### src/rtl/psram_pkg.sv
package psram_pkg;
  // Command decoded from one sampled clock edge.
  typedef enum logic [2:0] {
    OP_IDLE  = 3'd0,  // no strobe, no open burst
    OP_DESEL = 3'd1,  // strobed but not selected: end burst
    OP_START = 3'd2,  // new burst from the external address
    OP_ADV   = 3'd3,  // next burst address
    OP_HOLD  = 3'd4   // repeat current burst address (wait state)
  } op_e;
endpackage

### src/rtl/psram_decode.sv
module psram_decode
  import psram_pkg::*;
#(
  parameter int LANES = 4
) (
  input  logic             clk,
  input  logic             rst,
  input  logic             adsp_n,
  input  logic             adsc_n,
  input  logic             adv_n,
  input  logic             cs1_n,
  input  logic             cs2_n,
  input  logic             cs2,
  input  logic             gw_n,
  input  logic             bwe_n,
  input  logic [LANES-1:0] bw_n,
  input  logic             active,
  output op_e              op,
  output logic             is_wr,
  output logic [LANES-1:0] lane_en,
  output logic             sel_w,
  output logic             proc_start_w
);
  // Write request: global write, or byte-write enable with any lane low.
  function automatic logic write_req(input logic g_n, input logic b_n,
                                     input logic [LANES-1:0] lanes_n);
    return !g_n || (!b_n && (lanes_n != {LANES{1'b1}}));
  endfunction

  function automatic logic [LANES-1:0] lane_select(input logic g_n, input logic b_n,
                                                   input logic [LANES-1:0] lanes_n);
    if (!g_n)      return {LANES{1'b1}};
    else if (!b_n) return ~lanes_n;
    else           return '0;
  endfunction

  logic proc_strobe;
  logic wr_cond;

  assign sel_w       = !cs1_n && !cs2_n && cs2;
  assign proc_strobe = !adsp_n && !cs1_n;   // processor strobe gated by cs1_n
  assign wr_cond     = write_req(gw_n, bwe_n, bw_n);
  assign lane_en     = lane_select(gw_n, bwe_n, bw_n);

  always_comb begin
    op = OP_IDLE;
    if (proc_strobe || !adsc_n) op = sel_w ? OP_START : OP_DESEL;
    else if (active)            op = adv_n ? OP_HOLD : OP_ADV;
  end

  assign proc_start_w = proc_strobe && sel_w;
  assign is_wr = wr_cond && !proc_start_w &&
                 (op == OP_START || op == OP_ADV || op == OP_HOLD);


  proc_read_chk: assert property (@(posedge clk) disable iff (rst)
    (!adsp_n && !cs1_n) |-> !is_wr);

  unsel_nowr_chk: assert property (@(posedge clk) disable iff (rst)
    (!sel_w && (!adsc_n || !adsp_n)) |-> !is_wr);
endmodule

### src/rtl/psram_burst_seq.sv
module psram_burst_seq
  import psram_pkg::*;
#(
  parameter int ADDR_W     = 6,
  parameter int BURST_BITS = 2,
  parameter bit INTERLEAVE = 1'b1
) (
  input  logic              clk,
  input  logic              rst,
  input  op_e               op,
  input  logic              is_wr,
  input  logic [ADDR_W-1:0] ext_addr,
  output logic              active,
  output logic              mode_wr,
  output logic [ADDR_W-1:0] eff_addr
);
  localparam int HI_W = ADDR_W - BURST_BITS;

  logic [ADDR_W-1:0]     base_q;
  logic [BURST_BITS-1:0] cnt_q;
  logic [BURST_BITS-1:0] cnt_nxt;

  // Address of burst step cnt relative to the start address.
  function automatic logic [ADDR_W-1:0] seq_addr(input logic [ADDR_W-1:0] base,
                                                 input logic [BURST_BITS-1:0] cnt);
    logic [BURST_BITS-1:0] low;
    if (INTERLEAVE) low = base[BURST_BITS-1:0] ^ cnt;
    else            low = base[BURST_BITS-1:0] + cnt;
    return {base[ADDR_W-1 -: HI_W], low};
  endfunction

  assign cnt_nxt = cnt_q + 1'b1;

  always_comb begin
    case (op)
      OP_START: eff_addr = ext_addr;
      OP_ADV:   eff_addr = seq_addr(base_q, cnt_nxt);
      default:  eff_addr = seq_addr(base_q, cnt_q);
    endcase
  end

  always_ff @(posedge clk) begin
    if (rst) begin
      active  <= 1'b0;
      mode_wr <= 1'b0;
      base_q  <= '0;
      cnt_q   <= '0;
    end else begin
      case (op)
        OP_DESEL: active <= 1'b0;
        OP_START: begin
          active  <= 1'b1;
          base_q  <= ext_addr;
          cnt_q   <= '0;
          mode_wr <= is_wr;
        end
        OP_ADV: begin
          cnt_q   <= cnt_nxt;
          mode_wr <= is_wr;
        end
        OP_HOLD: if (is_wr) mode_wr <= 1'b1;
        default: ;
      endcase
    end
  end


  hold_addr_chk: assert property (@(posedge clk) disable iff (rst)
    (op == OP_HOLD) |=> ($stable(cnt_q) && $stable(base_q)));
endmodule

### src/rtl/psram_store.sv
module psram_store #(
  parameter int ADDR_W = 6,
  parameter int LANES  = 4,
  parameter int LANE_W = 9
) (
  input  logic                    clk,
  input  logic                    rst,
  input  logic                    we,
  input  logic [ADDR_W-1:0]       waddr,
  input  logic [LANES-1:0]        lane_en,
  input  logic [LANES*LANE_W-1:0] wdata,
  input  logic                    re,
  input  logic [ADDR_W-1:0]       raddr,
  output logic [LANES*LANE_W-1:0] rdata
);
  localparam int DEPTH = 1 << ADDR_W;

  for (genvar l = 0; l < LANES; l++) begin : g_lane
    logic [LANE_W-1:0] lane_mem [DEPTH];
    logic [LANE_W-1:0] lane_q;

    always_ff @(posedge clk) begin
      if (we && lane_en[l]) lane_mem[waddr] <= wdata[l*LANE_W +: LANE_W];
    end

    always_ff @(posedge clk) begin
      if (rst)     lane_q <= '0;
      else if (re) lane_q <= lane_mem[raddr];
    end

    assign rdata[l*LANE_W +: LANE_W] = lane_q;
  end
endmodule

### src/rtl/psram_core.sv
module psram_core
  import psram_pkg::*;
#(
  parameter int ADDR_W     = 6,
  parameter int LANES      = 4,
  parameter int LANE_W     = 9,
  parameter int BURST_BITS = 2,
  parameter bit INTERLEAVE = 1'b1
) (
  input  logic                    clk,
  input  logic                    rst,
  input  logic [ADDR_W-1:0]       addr,
  input  logic                    adsp_n,
  input  logic                    adsc_n,
  input  logic                    adv_n,
  input  logic                    cs1_n,
  input  logic                    cs2_n,
  input  logic                    cs2,
  input  logic                    gw_n,
  input  logic                    bwe_n,
  input  logic [LANES-1:0]        bw_n,
  input  logic                    oe_n,
  input  logic [LANES*LANE_W-1:0] din,
  output logic [LANES*LANE_W-1:0] dout,
  output logic                    dq_drive
);
  op_e               op;
  logic              is_wr;
  logic [LANES-1:0]  lane_en;
  logic              sel_w;
  logic              proc_start_w;
  logic              active;
  logic              mode_wr;
  logic [ADDR_W-1:0] eff_addr;

  // Named pipeline events for the checks.
  logic              rd_issue;
  logic              rd_vld1;
  logic [ADDR_W-1:0] rd_addr1;
  logic              q_vld;

  psram_decode #(.LANES(LANES)) u_dec (
    .clk(clk), .rst(rst), .adsp_n(adsp_n), .adsc_n(adsc_n), .adv_n(adv_n),
    .cs1_n(cs1_n), .cs2_n(cs2_n), .cs2(cs2), .gw_n(gw_n), .bwe_n(bwe_n),
    .bw_n(bw_n), .active(active), .op(op), .is_wr(is_wr), .lane_en(lane_en),
    .sel_w(sel_w), .proc_start_w(proc_start_w)
  );

  psram_burst_seq #(.ADDR_W(ADDR_W), .BURST_BITS(BURST_BITS), .INTERLEAVE(INTERLEAVE)) u_seq (
    .clk(clk), .rst(rst), .op(op), .is_wr(is_wr), .ext_addr(addr),
    .active(active), .mode_wr(mode_wr), .eff_addr(eff_addr)
  );

  psram_store #(.ADDR_W(ADDR_W), .LANES(LANES), .LANE_W(LANE_W)) u_mem (
    .clk(clk), .rst(rst), .we(is_wr), .waddr(eff_addr), .lane_en(lane_en),
    .wdata(din), .re(rd_vld1), .raddr(rd_addr1), .rdata(dout)
  );

  // A hold in a write burst is a wait state and does not read.
  assign rd_issue = !is_wr &&
                    (op == OP_START || op == OP_ADV || (op == OP_HOLD && !mode_wr));

  always_ff @(posedge clk) begin
    if (rst) begin
      rd_vld1  <= 1'b0;
      rd_addr1 <= '0;
      q_vld    <= 1'b0;
    end else begin
      rd_vld1  <= rd_issue;
      rd_addr1 <= eff_addr;
      q_vld    <= rd_vld1 && !is_wr;   // a sampled write silences the bus
    end
  end

  assign dq_drive = q_vld && !oe_n;


  desel_quiet_chk: assert property (@(posedge clk) disable iff (rst)
    (op == OP_DESEL) |=> ##1 (!q_vld || $past(rd_issue)));

  wr_quiet_chk: assert property (@(posedge clk) disable iff (rst)
    is_wr |=> !q_vld);

  pipe_order_chk: assert property (@(posedge clk) disable iff (rst)
    q_vld |-> $past(rd_vld1));

  reset_clear_chk: assert property (@(posedge clk)
    rst |=> (!q_vld && !rd_vld1 && !active));

  proc_open_chk: assert property (@(posedge clk) disable iff (rst)
    proc_start_w |=> (rd_vld1 && active && !mode_wr));
endmodule

### config.mk
export PLATFORM = sky130hd
export DESIGN_NAME = psram_core
export DESIGN_NICKNAME = d
export VERILOG_FILES = /design/src/rtl/psram_pkg.sv /design/src/rtl/psram_decode.sv /design/src/rtl/psram_burst_seq.sv /design/src/rtl/psram_store.sv /design/src/rtl/psram_core.sv
export SDC_FILE = /design/constraint.sdc
export NUM_CORES = 2
export LEC_CHECK = 0
export ABC_AREA = 0
export BUFFER_PORTS_ARGS = -buffer_cell sky130_fd_sc_hd__buf_2
export CORE_MARGIN = 8
export CORE_UTILIZATION = 54
export DETAILED_ROUTE_END_ITERATION = 7
export MAX_ROUTING_LAYER = met4
export PLACE_DENSITY_LB_ADDON = 0.15
export SETUP_SLACK_MARGIN = 0.3
export SYNTH_ARGS = -nofsm -noshare
export SYNTH_HDL_FRONTEND = slang
export SYNTH_HIERARCHICAL = 1
export SYNTH_SLANG_ARGS = --single-unit
export TNS_END_PERCENT = 50
### constraint.sdc
create_clock -name clk -period 4.85 [get_ports clk]
set_clock_uncertainty 0.05 [all_clocks]
set_input_delay 0.97 -clock clk [delete_from_list [all_inputs] [get_ports clk]]
set_output_delay 0.97 -clock clk [all_outputs]
set_load 0.01 [all_outputs]
# Word-level counts from Yosys, hierarchy flattened

Memory sizes are Yosys's and may differ from the RTL's. A register that Yosys moved wholly into a read port is not among the register bits.
Index checks and enable logic that the tools add are counted.

Memories kept: 4
Input bits: 57
Logic and storage cells: 75
Output and inout port bits: 37
Bits in registers: 18
RAM bits: 2304

Memory list:

| memory                   | words | bits a word | read ports | clocked after Yosys merged registers in | wr ports | RTL line          | source |
|---|---|---|---|---|---|---|---|
| u_mem.g_lane[0].lane_mem | 64    | 9           | 1          | 1                                       | 1        | psram_store.sv:19 | `logic [LANE_W-1:0] lane_mem [DEPTH];` |
| u_mem.g_lane[1].lane_mem | 64    | 9           | 1          | 1                                       | 1        | psram_store.sv:19 |  |
| u_mem.g_lane[2].lane_mem | 64    | 9           | 1          | 1                                       | 1        | psram_store.sv:19 |  |
| u_mem.g_lane[3].lane_mem | 64    | 9           | 1          | 1                                       | 1        | psram_store.sv:19 |  |

Reductions and logical operators: 35
Add/sub/neg operators: 1
Bitwise gates (word level): 3
Muxes and demuxes: 19
Equal/unequal tests: 6

Operators by type and width:

| operator            | number |
|---|---|
| $logic_and 1x1->1   | 15 |
| $pmux 6 s2          | 1 |
| $logic_not 1->1     | 10 |
| $mux 1              | 9 |
| $mux 3              | 3 |
| $mux 4              | 2 |
| $eq 3x2->1 const B  | 2 |
| $reduce_bool 2->1   | 3 |
| $logic_or 1x1->1    | 5 |
| $ne 4x4->1 const B  | 1 |
| $not 4->4           | 1 |
| $pmux 1 s2          | 2 |
| $pmux 2 s2          | 1 |
| $xor 2x2->2         | 2 |
| $eq 3x1->1 const B  | 1 |
| $eq 3x3->1 const B  | 1 |
| $add 2x1->2 const B | 1 |
| $mux 2              | 1 |
| $ne 2x2->1 const B  | 1 |
| $reduce_and 2->1    | 1 |
| $reduce_or 2->1     | 1 |

# Depth between registers and ports, before layout

Word-level depth: 12
Mapped depth: 14
Mapped depth without buffers: 12

# Cells and area by module

The synthesis kept the hierarchy.

Modules (own cells, without submodules):

| module          | sequential area each (um^2) | area each (um^2) | cells an instance | instances |
|---|---|---|---|---|
| psram_store     | 69907.0                     | 90739.5          | 4339              | 1 |
| psram_burst_seq | 200.2                       | 479.2            | 52                | 1 |
| psram_core      | 160.2                       | 241.5            | 19                | 1 |
| psram_decode    | 0.0                         | 120.1            | 17                | 1 |

# Least setup slack after synthesis

Ideal clock, no wire load.

Path type: input port to flip-flop
Start: in cs1_n
End: mem u_mem.g_lane[0].lane_mem[1][0], enable pin
Data arrival time: 3934 ps
Cell stages on the path: 13
Buffers on the path: 1
Path slack: 491 ps
Setup time: 374 ps
Data required time: 4426 ps
Cells stage by stage: or3b_4 > clkinv_4 > nand2b_4 > o21ai_0 > nand2b_1 > nor2_1 > ha_1 > xor2_1 > o21ai_0 > clkbuf_1 > nor3b_1 > nand2_1 > nor2_1

Elaborated cells between the ends (all ways): 20

RTL lines:

| what                                | RTL line              | source |
|---|---|---|
| from (decl)                         | psram_core.sv:16      | `input logic cs1_n,` |
| $logic_not 1->1 (*)                 | psram_decode.sv:40    | `assign sel_w = !cs1_n && !cs2_n && cs2;` |
| $logic_and 1x1->1 (*) (2 in series) | psram_decode.sv:40    |  |
| via sel_w                           | psram_core.sv:30      | `logic sel_w;` |
| $mux 2 (*)                          | psram_decode.sv:47    | `if (proc_strobe \|\| !adsc_n) op = sel_w ? OP_START : OP_DESEL;` |
| $mux 3 (*)                          | psram_decode.sv:47    |  |
| via op[1]                           | psram_core.sv:27      | `op_e op;` |
| $eq 3x2->1                          | psram_burst_seq.sv:35 | `case (op)` |
| $pmux 6 s2 (*)                      | psram_burst_seq.sv:35 |  |
| via eff_addr[0]                     | psram_core.sv:34      | `logic [ADDR_W-1:0] eff_addr;` |
| to (decl)                           | psram_store.sv:19     |  |

Mark *: on every way through the listed nets, which the timed path passes. The rest lies on a longest branch.

# Worst setup path after layout

Start: in cs1_n
End: mem u_mem.g_lane[2].lane_mem[11][3], enable pin

Elaborated cells between the ends (all ways): 20

RTL lines:

| what                            | RTL line |
|---|---|
| $logic_not 1->1 (*)             | psram_decode.sv:40, psram_decode.sv:41 |
| $logic_and 1x1->1 (2 in series) | psram_decode.sv:40 |
| $mux 2                          | psram_decode.sv:47 |
| $mux 3 (*)                      | psram_decode.sv:47 |
| via op[1]                       | psram_core.sv:27 |
| $eq 3x2->1                      | psram_burst_seq.sv:35 |
| $pmux 6 s2 (*)                  | psram_burst_seq.sv:35 |
| via eff_addr[0]                 | psram_core.sv:34 |
| to (decl)                       | psram_store.sv:19 |

Marked as above.

==> results.md <==
* Run status: completed
* Rel. slew slack at 0.150
* Post-DP HPWL at 166000 um
* Crit Path Max Fanout at 9
* I/O pins at 94
* Pre-antenna DRT Iters at 6
* Postcts setup bufs at 0
* Die X at ~430 um
* GRT busiest layer: met2
* Area growth syn-to-layout at 14.4%
* Fmax at approximately 230 MHz
* Leak pwr at between 30 and 40 nW
* H-tree depth at 4
* Gr ovfl total at 0
* Wirelength per Cell at ~35 um
* Met2 Use GR at 0.438
* Detailed-route vias per instance at between 6 and 7
* WL final at approximately 260000 um
* Net Count, Synth at about 4500
* Final core occ at 0.620
* DR iter-0 viols at between 6000 and 7000
* CORE AREA at between 0.15 and 0.2 mm2
* Yosys Warn Count at 6
* Synthesized area per cell at around 21 um2
* Worst setup path category: input pin to register
* DRC violations left at 0
* Final Hold Vio Count at 0
* Post-Syn Area at 0.0916 mm2
* Dpl ws at -0.196 ns
* Met1 usage at 0.393
* Hold Path Class: input pin to register
* Die Y at roughly 430 um
* M3 GR Usage at 0.0569
* Final Critical Period at 4.35 ns
* Post-CTS Hold Fix Bufs at 0
* Clock sinks at around 2400
* Gr usage total at 0.286
* Mapped Cells at between 4000 and 5000
* Vias in the first global route at between 40000 and 50000
* Layout cells sized above 1 at 0.287
* Total Power at 41.8 mW
* Worst-skew pair later-pin latency at 0.89 ns
* Max-cap viol count at 0
* Peak supply drop at about 0.4 mV
* Pins Over Slew Limit at 0
* Final worst slack at between 0.5 and 0.6 ns
* Final setup fails at 0
* Longest Clk Path Bufs at 3
* Arrival time at the worst endpoint at between 4 and 5 ns
* RSZ-0062 raised after global routing: no
* Clock root buffer: clkbuf_16
* CP Capture Type: register
* Startpoint types: input pin
* Worst-path clk slew at roughly 0.060 ns
* Final Net Count at about 5000
* Routed Antenna Nets at 0
* Least-Margin Pin Slew at 1.27 ns
* Full die area at between 0.15 and 0.2 mm2
* Total number of vias at 47800
* Post-CTS Resized at 0
* Critical Path RT at approximately 5.4 ns
* TritonCTS buffer count at around 230
* Initial antenna violation count at 12
* Port bufs at between 90 and 100
* FP Rows at approximately 150
* Starting Density at 0.542
* Largest net degree at the start of global routing at 72
* First-pass GRT wire length at roughly 360000 um
* CTS tree: built
* Final Cycle Share at 0.896
* Power per cell area at 399 mW/mm2
* Placer Congestion at between 0.8 and 0.9
## per-stage QoR
step / hold WS [ns] / setup TNS, ns / std cells / cell area, um2
floorplan: 0.377 / 0 / 4426 / 91600
global placement: 0.408 / -16.42 / 6892 / 97000
detailed placement: 0.402 / -23.60 / 6892 / 97000
CTS: 0.240 / 0 / 7316 / 105000
global route: 0.285 / 0 / 7322 / 105000
finish: 0.305 / 0 / 7323 / 105000
## critical path, cell delays in order
cell      delay (ns)
buf_2           0.09
o21a_2          0.16
nand2_1         0.10
o21ai_0         0.52
nand2b_1        0.28
nor2_1          0.16
ha_1            0.25
xor2_1          0.14
o21ai_0         0.40
buf_4           0.25
and3b_1         0.17
buf_4           0.14
nand2_1         0.55
nor2_1          0.38
buf_4           0.26
## path summary, 6_finish.rpt
path / start / endpoint / slack (ns) / cells past startpoint
max: cs1_n / u_mem/g_lane[2].lane_mem[11][3]$_DFFE_PP_ / 0.50 / 15
min: addr[1] / u_seq/base_q[1]$_SDFFE_PP0P_ / 0.31 / 3
max reg2reg: u_seq/active$_SDFFE_PP0P_ / u_mem/g_lane[2].lane_mem[11][3]$_DFFE_PP_ / 0.50 / 13
min reg2reg: u_seq/mode_wr$_SDFFE_PP0P_ / u_seq/mode_wr$_SDFFE_PP0P_ / 0.41 / 2
## routing by layer
| metal | share of wire | up-vias |
|---|---|---|
| met5 | 0 | - |
| met4 | 0.037 | 0 |
| met3 | 0.096 | 426 |
| met2 | 0.48 | 2656 |
| met1 | 0.39 | 25500 |
| li1 | - | 19300 |
## placed cells by master (no fill, tap or decap), types with 31 or more instances in the layout
cell type,count
clkbuf_16,228
a22oi_1,41
edfxtp_1,2304
a21oi_1,77
dfxtp_1,49
a221oi_1,31
buf_2,93
o221ai_1,32
nor2_1,275
o22ai_1,53
mux2_2,69
nand3_1,38
nand2_1,201
mux4_2,525
bufinv_16,31
buf_4,397
clkbuf_1,48
clkinv_2,36
mux2i_1,188
clkinv_1,52
## power breakdown
| group | internal [mW] | total (mW) | switching (mW) |
|---|---|---|---|
| sequential | 22.4 | 22.4 | 0.0314 |
| clock | 10.4 | 18.2 | 7.72 |
| combinational | 0.383 | 1.23 | 0.848 |
| total | 33.2 | 41.8 | 8.60 |
## cell type report
cell class              instances  area (um2)
flip-flops and latches       2358       70300
clock buffers                 282        5970
well taps                    2218        2780
diodes                          7        17.5
multi-input cells            1789       20000
fillers                     11800       64100
inverters                      16        70.1
clock inverters               142        1760
repair buffers                511        3870
## flip-flops by register name, indices dropped and copies added, names as in the netlist
signal	flops
u_mem/g_lane.lane_mem	2304
u_mem/g_lane.lane_q	36
rd_addr1	6
u_seq/base_q	6
u_seq/cnt_q	2
q_vld	1
rd_vld1	1
u_seq/active	1
u_seq/mode_wr	1
Power figures use the tool's default switching activity.
